## config.mk

```make
export PLATFORM = sky130hd
export DESIGN_NAME = pbus_move_unit
export DESIGN_NICKNAME = d
export VERILOG_FILES = /design/src/rtl/pbm_pkg.sv /design/src/rtl/pbm_rst_sync.sv /design/src/rtl/pbm_bank_sel.sv /design/src/rtl/pbm_d1_route.sv /design/src/rtl/pbus_move_unit.sv
export SDC_FILE = /design/constraint.sdc
export NUM_CORES = 1
export LEC_CHECK = 0
export ABC_AREA = 1
export BUFFER_PORTS_ARGS = -buffer_cell sky130_fd_sc_hd__buf_2
export CAP_MARGIN = 20
export CORE_UTILIZATION = 40
export CTS_BUF_LIST = sky130_fd_sc_hd__clkbuf_8 sky130_fd_sc_hd__clkbuf_16
export DETAILED_ROUTE_END_ITERATION = 7
export PLACE_DENSITY = 0.68
export SYNTH_ARGS = -nofsm -noshare
export SYNTH_HDL_FRONTEND = slang
export SYNTH_HIERARCHICAL = 1
export SYNTH_SLANG_ARGS = --single-unit
```

## constraint.sdc

```tcl
create_clock -name clk -period 4.65 [get_ports clk]
set_clock_uncertainty 0.05 [all_clocks]
set_input_delay 0.6975 -clock clk [delete_from_list [all_inputs] [get_ports clk]]
set_output_delay 0.6975 -clock clk [all_outputs]
set_load 0.02 [all_outputs]
```

## src/rtl/pbm_pkg.sv

```systemverilog
package pbm_pkg;
  typedef enum logic [1:0] {XB_NOP = 2'd0, XB_RX = 2'd1, XB_MUL = 2'd2, XB_PL = 2'd3} xbus_op_e;
  typedef enum logic [2:0] {YB_NOP = 3'd0, YB_RY = 3'd1, YB_CLR = 3'd2, YB_ALU = 3'd3,
                            YB_ACL = 3'd4} ybus_op_e;
  typedef enum logic [1:0] {D1_NOP = 2'd0, D1_SIMM = 2'd1, D1_MOV = 2'd2, D1_RSV = 2'd3} d1_op_e;
  typedef enum logic [1:0] {MC_ALWAYS = 2'd0, MC_ZERO = 2'd1, MC_NZERO = 2'd2, MC_NEVER = 2'd3} mvi_cond_e;
  // register slot offsets above the RAM bank codes
  localparam int SLOT_RX  = 0;
  localparam int SLOT_RY  = 1;
  localparam int SLOT_PL  = 2;
  localparam int SLOT_ACL = 3;
  localparam int NREGSLOT = 4;
endpackage

```

## src/rtl/pbm_rst_sync.sv

```systemverilog
module pbm_rst_sync (
  input  logic clk,
  input  logic arst_n,
  output logic srst_n
);
  logic [1:0] sync_q;

  always_ff @(posedge clk or negedge arst_n) begin
    if (!arst_n) sync_q <= 2'b00;
    else         sync_q <= {sync_q[0], 1'b1};
  end

  assign srst_n = sync_q[1];
endmodule

```

## src/rtl/pbm_bank_sel.sv

```systemverilog
module pbm_bank_sel #(
  parameter int NBANK = 4,
  parameter int DW    = 32,
  localparam int BW   = $clog2(NBANK)
) (
  input  logic [NBANK*DW-1:0] rdata_flat,
  input  logic [BW-1:0]       sel,
  output logic [DW-1:0]       data
);
  logic [DW-1:0] bank [NBANK];

  for (genvar b = 0; b < NBANK; b++) begin : g_unpack
    assign bank[b] = rdata_flat[b*DW +: DW];
  end

  assign data = bank[sel];
endmodule

```

## src/rtl/pbm_d1_route.sv

```systemverilog
module pbm_d1_route
  import pbm_pkg::*;
#(
  parameter int NBANK = 4,
  parameter int DW    = 32,
  parameter int SW    = 8,
  localparam int BW   = $clog2(NBANK),
  localparam int CW   = $clog2(NBANK + NREGSLOT),
  localparam int NSLOT = 2 ** CW
) (
  input  logic [1:0]          d1_op,
  input  logic [CW-1:0]       d1_src,
  input  logic [CW-1:0]       d1_dst,
  input  logic [SW-1:0]       d1_simm,
  input  logic                mvi_en,
  input  logic [1:0]          mvi_cond,
  input  logic [CW-1:0]       mvi_dst,
  input  logic [DW-1:0]       mvi_imm,
  input  logic                zero_flag,
  input  logic [NBANK*DW-1:0] ram_rdata,
  input  logic [DW-1:0]       rx_q,
  input  logic [DW-1:0]       ry_q,
  input  logic [DW-1:0]       pl_q,
  input  logic [DW-1:0]       acl_q,
  output logic [DW-1:0]       wr_data,
  output logic [NREGSLOT-1:0] reg_we,
  output logic [NBANK-1:0]    ram_we
);
  localparam logic [CW-1:0] CODE_RX  = CW'(NBANK + SLOT_RX);
  localparam logic [CW-1:0] CODE_RY  = CW'(NBANK + SLOT_RY);
  localparam logic [CW-1:0] CODE_PL  = CW'(NBANK + SLOT_PL);
  localparam logic [CW-1:0] CODE_ACL = CW'(NBANK + SLOT_ACL);
  localparam logic [CW-1:0] CODE_RAM_TOP = CW'(NBANK);

  logic [DW-1:0]    bank_val;
  logic [DW-1:0]    src_val;
  logic             cond_ok;
  logic             wr_any;
  logic [CW-1:0]    dst_code;
  logic [NSLOT-1:0] dst_hot;

  pbm_bank_sel #(.NBANK(NBANK), .DW(DW)) u_d1_bank (
    .rdata_flat (ram_rdata),
    .sel        (d1_src[BW-1:0]),
    .data       (bank_val)
  );

  always_comb begin
    if (d1_src < CODE_RAM_TOP) src_val = bank_val;
    else begin
      unique case (d1_src)
        CODE_RX:  src_val = rx_q;
        CODE_RY:  src_val = ry_q;
        CODE_PL:  src_val = pl_q;
        CODE_ACL: src_val = acl_q;
        default:  src_val = '0;
      endcase
    end
  end

  always_comb begin
    unique case (mvi_cond_e'(mvi_cond))
      MC_ALWAYS: cond_ok = 1'b1;
      MC_ZERO:   cond_ok = zero_flag;
      MC_NZERO:  cond_ok = !zero_flag;
      default:   cond_ok = 1'b0;
    endcase
  end

  always_comb begin
    if (mvi_en) begin
      wr_any   = cond_ok;
      wr_data  = mvi_imm;
      dst_code = mvi_dst;
    end else begin
      wr_any   = (d1_op == D1_SIMM) || (d1_op == D1_MOV);
      wr_data  = (d1_op == D1_SIMM) ? {{(DW-SW){d1_simm[SW-1]}}, d1_simm} : src_val;
      dst_code = d1_dst;
    end
  end

  assign dst_hot = wr_any ? (NSLOT'(1) << dst_code) : '0;
  assign ram_we  = dst_hot[NBANK-1:0];
  assign reg_we  = dst_hot[NBANK +: NREGSLOT];
endmodule

```

## src/rtl/pbus_move_unit.sv

```systemverilog
module pbus_move_unit
  import pbm_pkg::*;
#(
  parameter int NBANK = 4,
  parameter int DW    = 32,
  parameter int HW    = 16,
  parameter int SW    = 8,
  localparam int BW   = $clog2(NBANK),
  localparam int CW   = $clog2(NBANK + NREGSLOT),
  localparam int WW   = HW + DW
) (
  input  logic                clk,
  input  logic                rst_n,
  input  logic [1:0]          x_op,
  input  logic [BW-1:0]       x_src,
  input  logic [2:0]          y_op,
  input  logic [BW-1:0]       y_src,
  input  logic [1:0]          d1_op,
  input  logic [CW-1:0]       d1_src,
  input  logic [CW-1:0]       d1_dst,
  input  logic [SW-1:0]       d1_simm,
  input  logic                mvi_en,
  input  logic [1:0]          mvi_cond,
  input  logic [CW-1:0]       mvi_dst,
  input  logic [DW-1:0]       mvi_imm,
  input  logic                zero_flag,
  input  logic [NBANK*DW-1:0] ram_rdata,
  input  logic [WW-1:0]       mul_prod,
  input  logic [WW-1:0]       alu_res,
  output logic [DW-1:0]       rx_q,
  output logic [DW-1:0]       ry_q,
  output logic [HW-1:0]       ph_q,
  output logic [DW-1:0]       pl_q,
  output logic [HW-1:0]       ach_q,
  output logic [DW-1:0]       acl_q,
  output logic [NBANK-1:0]    ram_we,
  output logic [DW-1:0]       ram_wdata
);
  logic                rst_sync_n;
  logic [DW-1:0]       x_bank, y_bank, wr_data;
  logic [NREGSLOT-1:0] reg_we;
  logic [DW-1:0]       rx_d, ry_d, pl_d, acl_d;
  logic [HW-1:0]       ph_d, ach_d;
  logic                rx_en, ry_en, ph_en, pl_en, ach_en, acl_en;
  xbus_op_e            xop;
  ybus_op_e            yop;

  pbm_rst_sync u_rst_sync (.clk(clk), .arst_n(rst_n), .srst_n(rst_sync_n));

  pbm_bank_sel #(.NBANK(NBANK), .DW(DW)) u_x_bank (
    .rdata_flat (ram_rdata), .sel (x_src), .data (x_bank));

  pbm_bank_sel #(.NBANK(NBANK), .DW(DW)) u_y_bank (
    .rdata_flat (ram_rdata), .sel (y_src), .data (y_bank));

  pbm_d1_route #(.NBANK(NBANK), .DW(DW), .SW(SW)) u_d1_route (
    .d1_op     (d1_op),
    .d1_src    (d1_src),
    .d1_dst    (d1_dst),
    .d1_simm   (d1_simm),
    .mvi_en    (mvi_en),
    .mvi_cond  (mvi_cond),
    .mvi_dst   (mvi_dst),
    .mvi_imm   (mvi_imm),
    .zero_flag (zero_flag),
    .ram_rdata (ram_rdata),
    .rx_q      (rx_q),
    .ry_q      (ry_q),
    .pl_q      (pl_q),
    .acl_q     (acl_q),
    .wr_data   (wr_data),
    .reg_we    (reg_we),
    .ram_we    (ram_we)
  );

  assign ram_wdata = wr_data;
  // bus fields are void while a load-immediate is active
  assign xop = mvi_en ? XB_NOP : xbus_op_e'(x_op);
  assign yop = mvi_en ? YB_NOP : ybus_op_e'(y_op);

  // next-state: X and Y first, D1 route overrides on the same register
  always_comb begin
    rx_d  = rx_q;  ry_d  = ry_q;  ph_d  = ph_q;
    pl_d  = pl_q;  ach_d = ach_q; acl_d = acl_q;
    rx_en = 1'b0;  ry_en = 1'b0;  ph_en = 1'b0;
    pl_en = 1'b0;  ach_en = 1'b0; acl_en = 1'b0;

    unique case (xop)
      XB_RX:  begin rx_d = x_bank; rx_en = 1'b1; end
      XB_MUL: begin
        ph_d = mul_prod[WW-1:DW]; pl_d = mul_prod[DW-1:0];
        ph_en = 1'b1; pl_en = 1'b1;
      end
      XB_PL:  begin pl_d = x_bank; pl_en = 1'b1; end
      default: ;
    endcase

    case (yop)
      YB_RY:  begin ry_d = y_bank; ry_en = 1'b1; end
      YB_CLR: begin ach_d = '0; acl_d = '0; ach_en = 1'b1; acl_en = 1'b1; end
      YB_ALU: begin
        ach_d = alu_res[WW-1:DW]; acl_d = alu_res[DW-1:0];
        ach_en = 1'b1; acl_en = 1'b1;
      end
      YB_ACL: begin acl_d = y_bank; acl_en = 1'b1; end
      default: ;
    endcase

    if (reg_we[SLOT_RX])  begin rx_d  = wr_data; rx_en  = 1'b1; end
    if (reg_we[SLOT_RY])  begin ry_d  = wr_data; ry_en  = 1'b1; end
    if (reg_we[SLOT_PL])  begin pl_d  = wr_data; pl_en  = 1'b1; end
    if (reg_we[SLOT_ACL]) begin acl_d = wr_data; acl_en = 1'b1; end
  end

  always_ff @(posedge clk or negedge rst_sync_n) begin
    if (!rst_sync_n) begin
      rx_q <= '0; ry_q <= '0; ph_q <= '0;
      pl_q <= '0; ach_q <= '0; acl_q <= '0;
    end else begin
      if (rx_en)  rx_q  <= rx_d;
      if (ry_en)  ry_q  <= ry_d;
      if (ph_en)  ph_q  <= ph_d;
      if (pl_en)  pl_q  <= pl_d;
      if (ach_en) ach_q <= ach_d;
      if (acl_en) acl_q <= acl_d;
    end
  end
endmodule

```

==> impl_metrics.py <==
metrics = {
    "worst_setup_path": {
        "critPathKind": "in2reg",
        "reg2reg_depth": 8,
        "cp.required_ns": 4.98,
        "critPathLaunchType": "primary input",
        "reg2reg_from": "acl_q[11]",
        "r2r_slack_ns": 2.89,
        "worstPathMaxFanout": 33,
        "crit_arrival_ns": 4.18,
        "worstSetupEndpointType": "register",
        "rr_endpoint": "rx_q[11]",
    },
    "status": {
        "status": "complete, no violations",
    },
    "grt": {
        "antenna_found_initial": 14,
        "grt_overflow": 0,
        "grt_max_degree": 122,
        "first_global_vias": 18065,
        "grt_first_pass_wirelength_um": 114000,
        "grt_usage": 0.391,
    },
    "timing": {
        "slew_headroom": 0.302,
        "period_share": 0.828,
        "finalSetupViolations": 0,
        "fin_ws_ns": 0.802,
        "holdWs_ns": 0.274,
        "fin_tns_setup_ns": 0,
        "report.final.hold_viol_count": 0,
        "drv_slew": 0,
        "fin_crit_ns": 3.85,
        "timing.fmax_mhz": 260,
        "tightest_slew_ns": 1.05,
        "rsz0062_at_grt": "no",
    },
    "synthesis": {
        "yosys_most_used_dff": "dfrtp_1",
        "async_flop_share": 1.00,
        "yosysMostFrequentCell": "nand2_1",
        "syn_avg_cell_area_um2": 5.64,
        "synth_common_cells": "nand2_1, inv_1, nand3_1",
        "synth_cells": 2709,
        "yosysTopAreaCell": "dfrtp_1",
        "synth_edf_count": 0,
        "yosysWarnings": 6,
        "ys_types": 33,
        "synth_area_leaders": "dfrtp_1, nand2_1, nand3_1",
        "synthesis.nets": 3000,
        "ys_seq_area_frac": 0.265,
        "synthesis.area_um2": 15300,
        "ys_ff_latch": 162,
        "yosysTopAreaCellShare": 0.265,
    },
    "floorplan": {
        "coreArea_um2": 37700,
        "dieArea_um2": 39000,
        "io-pin-count": 486,
        "dieWidth_um": 197,
        "die_h_um": 197,
        "num_rows": 71,
        "initial_core_util": 0.406,
    },
    "finish": {
        "fillCellCount": 4092,
        "final_area_um2": 18300,
        "area_growth_pct": 19.9,
        "finalNetCount": 3357,
        "layoutNonFillerInstCount": 3597,
        "drive_above_1_share": 0.193,
    },
    "power": {
        "swShare": 0.455,
        "ir_drop_mv": 0.211,
        "seqPwrFrac": 0.342,
        "power.density_nw_per_um2": 326,
        "p_sw_w": 0.00271,
        "clockPowerShare": 0.249,
        "p_leak_nw": 11.1,
        "combinationalPowerShare": 0.409,
        "p_int_w": 0.00325,
    },
    "clock_tree": {
        "clk_pin_slew_ns": 0.08,
        "tritoncts": "yes",
        "cts_inserted_buffers": 17,
        "cts_resized": 0,
        "cts.htree.levels": 4,
        "post_cts_buffers": 0,
        "clock-sinks": 162,
        "clock-root-buffer": "clkbuf_16",
        "cts_buffer_depth": 2,
        "clock_latency_ns": 0.45,
        "cts_hold_buf": 1,
    },
    "placement": {
        "dpl-instance-area_um2": 17700,
        "dp_slack_ns": 0.456,
        "dp_hpwl_um": 53900,
        "routabilityCongestion": 0.951,
        "port_buffers": 485,
        "dp.cells": 3556,
    },
    "drt": {
        "drt_iter0_drc": 2301,
        "first_pass_iters": 6,
        "drt_wl_total_um": 77700,
        "avgRoutedWirePerCell_um": 21.6,
        "ant_nets": 0,
        "routed_via_density": 5.49,
        "num_vias": 19763,
        "drc": 0,
    },
    "min_path": {
        "hold_class": "reg2async",
    },
    "flow_run": {
        "maxCapViolCount": 0,
    },
}
area by class of cell:
cell class / count / area, µm² / share of cell area
multi-input combinational: 1839 / 8240 / 0.450
tap: 511 / 639 / 0.0349
clock inverter: 14 / 145 / 0.00792
sequential: 162 / 4060 / 0.222
inverter: 521 / 1960 / 0.107
timing repair buffer: 525 / 2820 / 0.154
clock buffer: 18 / 439 / 0.0240
antenna: 7 / 17.5 / 0.000956
layout by cell type (no fill, tap or decap), types with 7 or more instances in the layout:
cell / netlist / routed
inv_1: 515 / 513
nor2_4: 0 / 9
clkbuf_16: 0 / 17
a21oi_1: 99 / 99
nand4_1: 86 / 86
diode_2: 0 / 7
o21bai_1: 26 / 25
buf_2: 72 / 482
buf_4: 25 / 36
or2_2: 7 / 7
nor2_1: 184 / 176
dfrtp_1: 162 / 161
inv_2: 5 / 7
nand2_1: 878 / 875
o21ai_0: 98 / 98
nand3_1: 436 / 436
through the flow:
step           total power [W]   util
2_1_floorplan          0.00341      -
3_3_place_gp           0.00441  0.469
3_5_place_dp           0.00444  0.469
4_1_cts                0.00591  0.485
5_1_grt                0.00623  0.486
6_report               0.00596  0.486
registers in the layout, indices dropped and copies added (netlist names):
register and flops:
acl_q 32, pl_q 32, ach_q 16, u_rst_sync/sync_q 2, ph_q 16, rx_q 32
ry_q 32
power by group through the flow:
stage | sequential, W | combinational [W] | clock [W]
after floorplan | 0.00238 | 0.00103 | 0
after global placement | 0.00205 | 0.00236 | 0
after detailed placement | 0.00205 | 0.00239 | 0
after CTS | 0.00203 | 0.00240 | 0.00149
after global routing | 0.00207 | 0.00263 | 0.00153
final | 0.00204 | 0.00244 | 0.00148
kinds of logic after synthesis:
family          synth area share
flops                      0.265
fa+ha+maj               0.000819
other cells             0.000245
compound gates            0.0827
simple gates               0.450
buf+inv                    0.201
routing by layer:
| layer | share of wire | up-vias | global-route usage |
|---|---|---|---|
| met4 | 0.047 | 14 | 0.192 |
| met2 | 0.44 | 1329 | 0.607 |
| met3 | 0.12 | 224 | 0.0913 |
| li1 | - | 9047 | - |
| met1 | 0.39 | 9149 | 0.510 |
| met5 | 0.0011 | - | 0 |
how the worst max path moves through the flow:
stage | start | end | slack [ns] | cells past startpoint
finish | mvi_en | pl_q[5] | 0.80 | 12
global route | mvi_en | pl_q[2] | 0.60 | 12
CTS | mvi_en | pl_q[5] | 0.91 | 12
detailed placement | mvi_en | pl_q[5] | 0.46 | 12
global placement | mvi_en | pl_q[12] | 0.55 | 12
floorplan | u_rst_sync/sync_q[1] | ach_q[0] | 1.92 | 0
critical path, cell delays in order:
cell and delay, ns:
buf_2 0.44, inv_2 0.29, or2_2 0.35, o21ai_0 0.16, inv_1 0.11, nand2_1 0.15
nor2_4 0.06, inv_2 0.64, nand2_2 0.79, nor2_1 0.30, nand2_1 0.08, nand3_1 0.07
(Power assumes the default switching activity.)
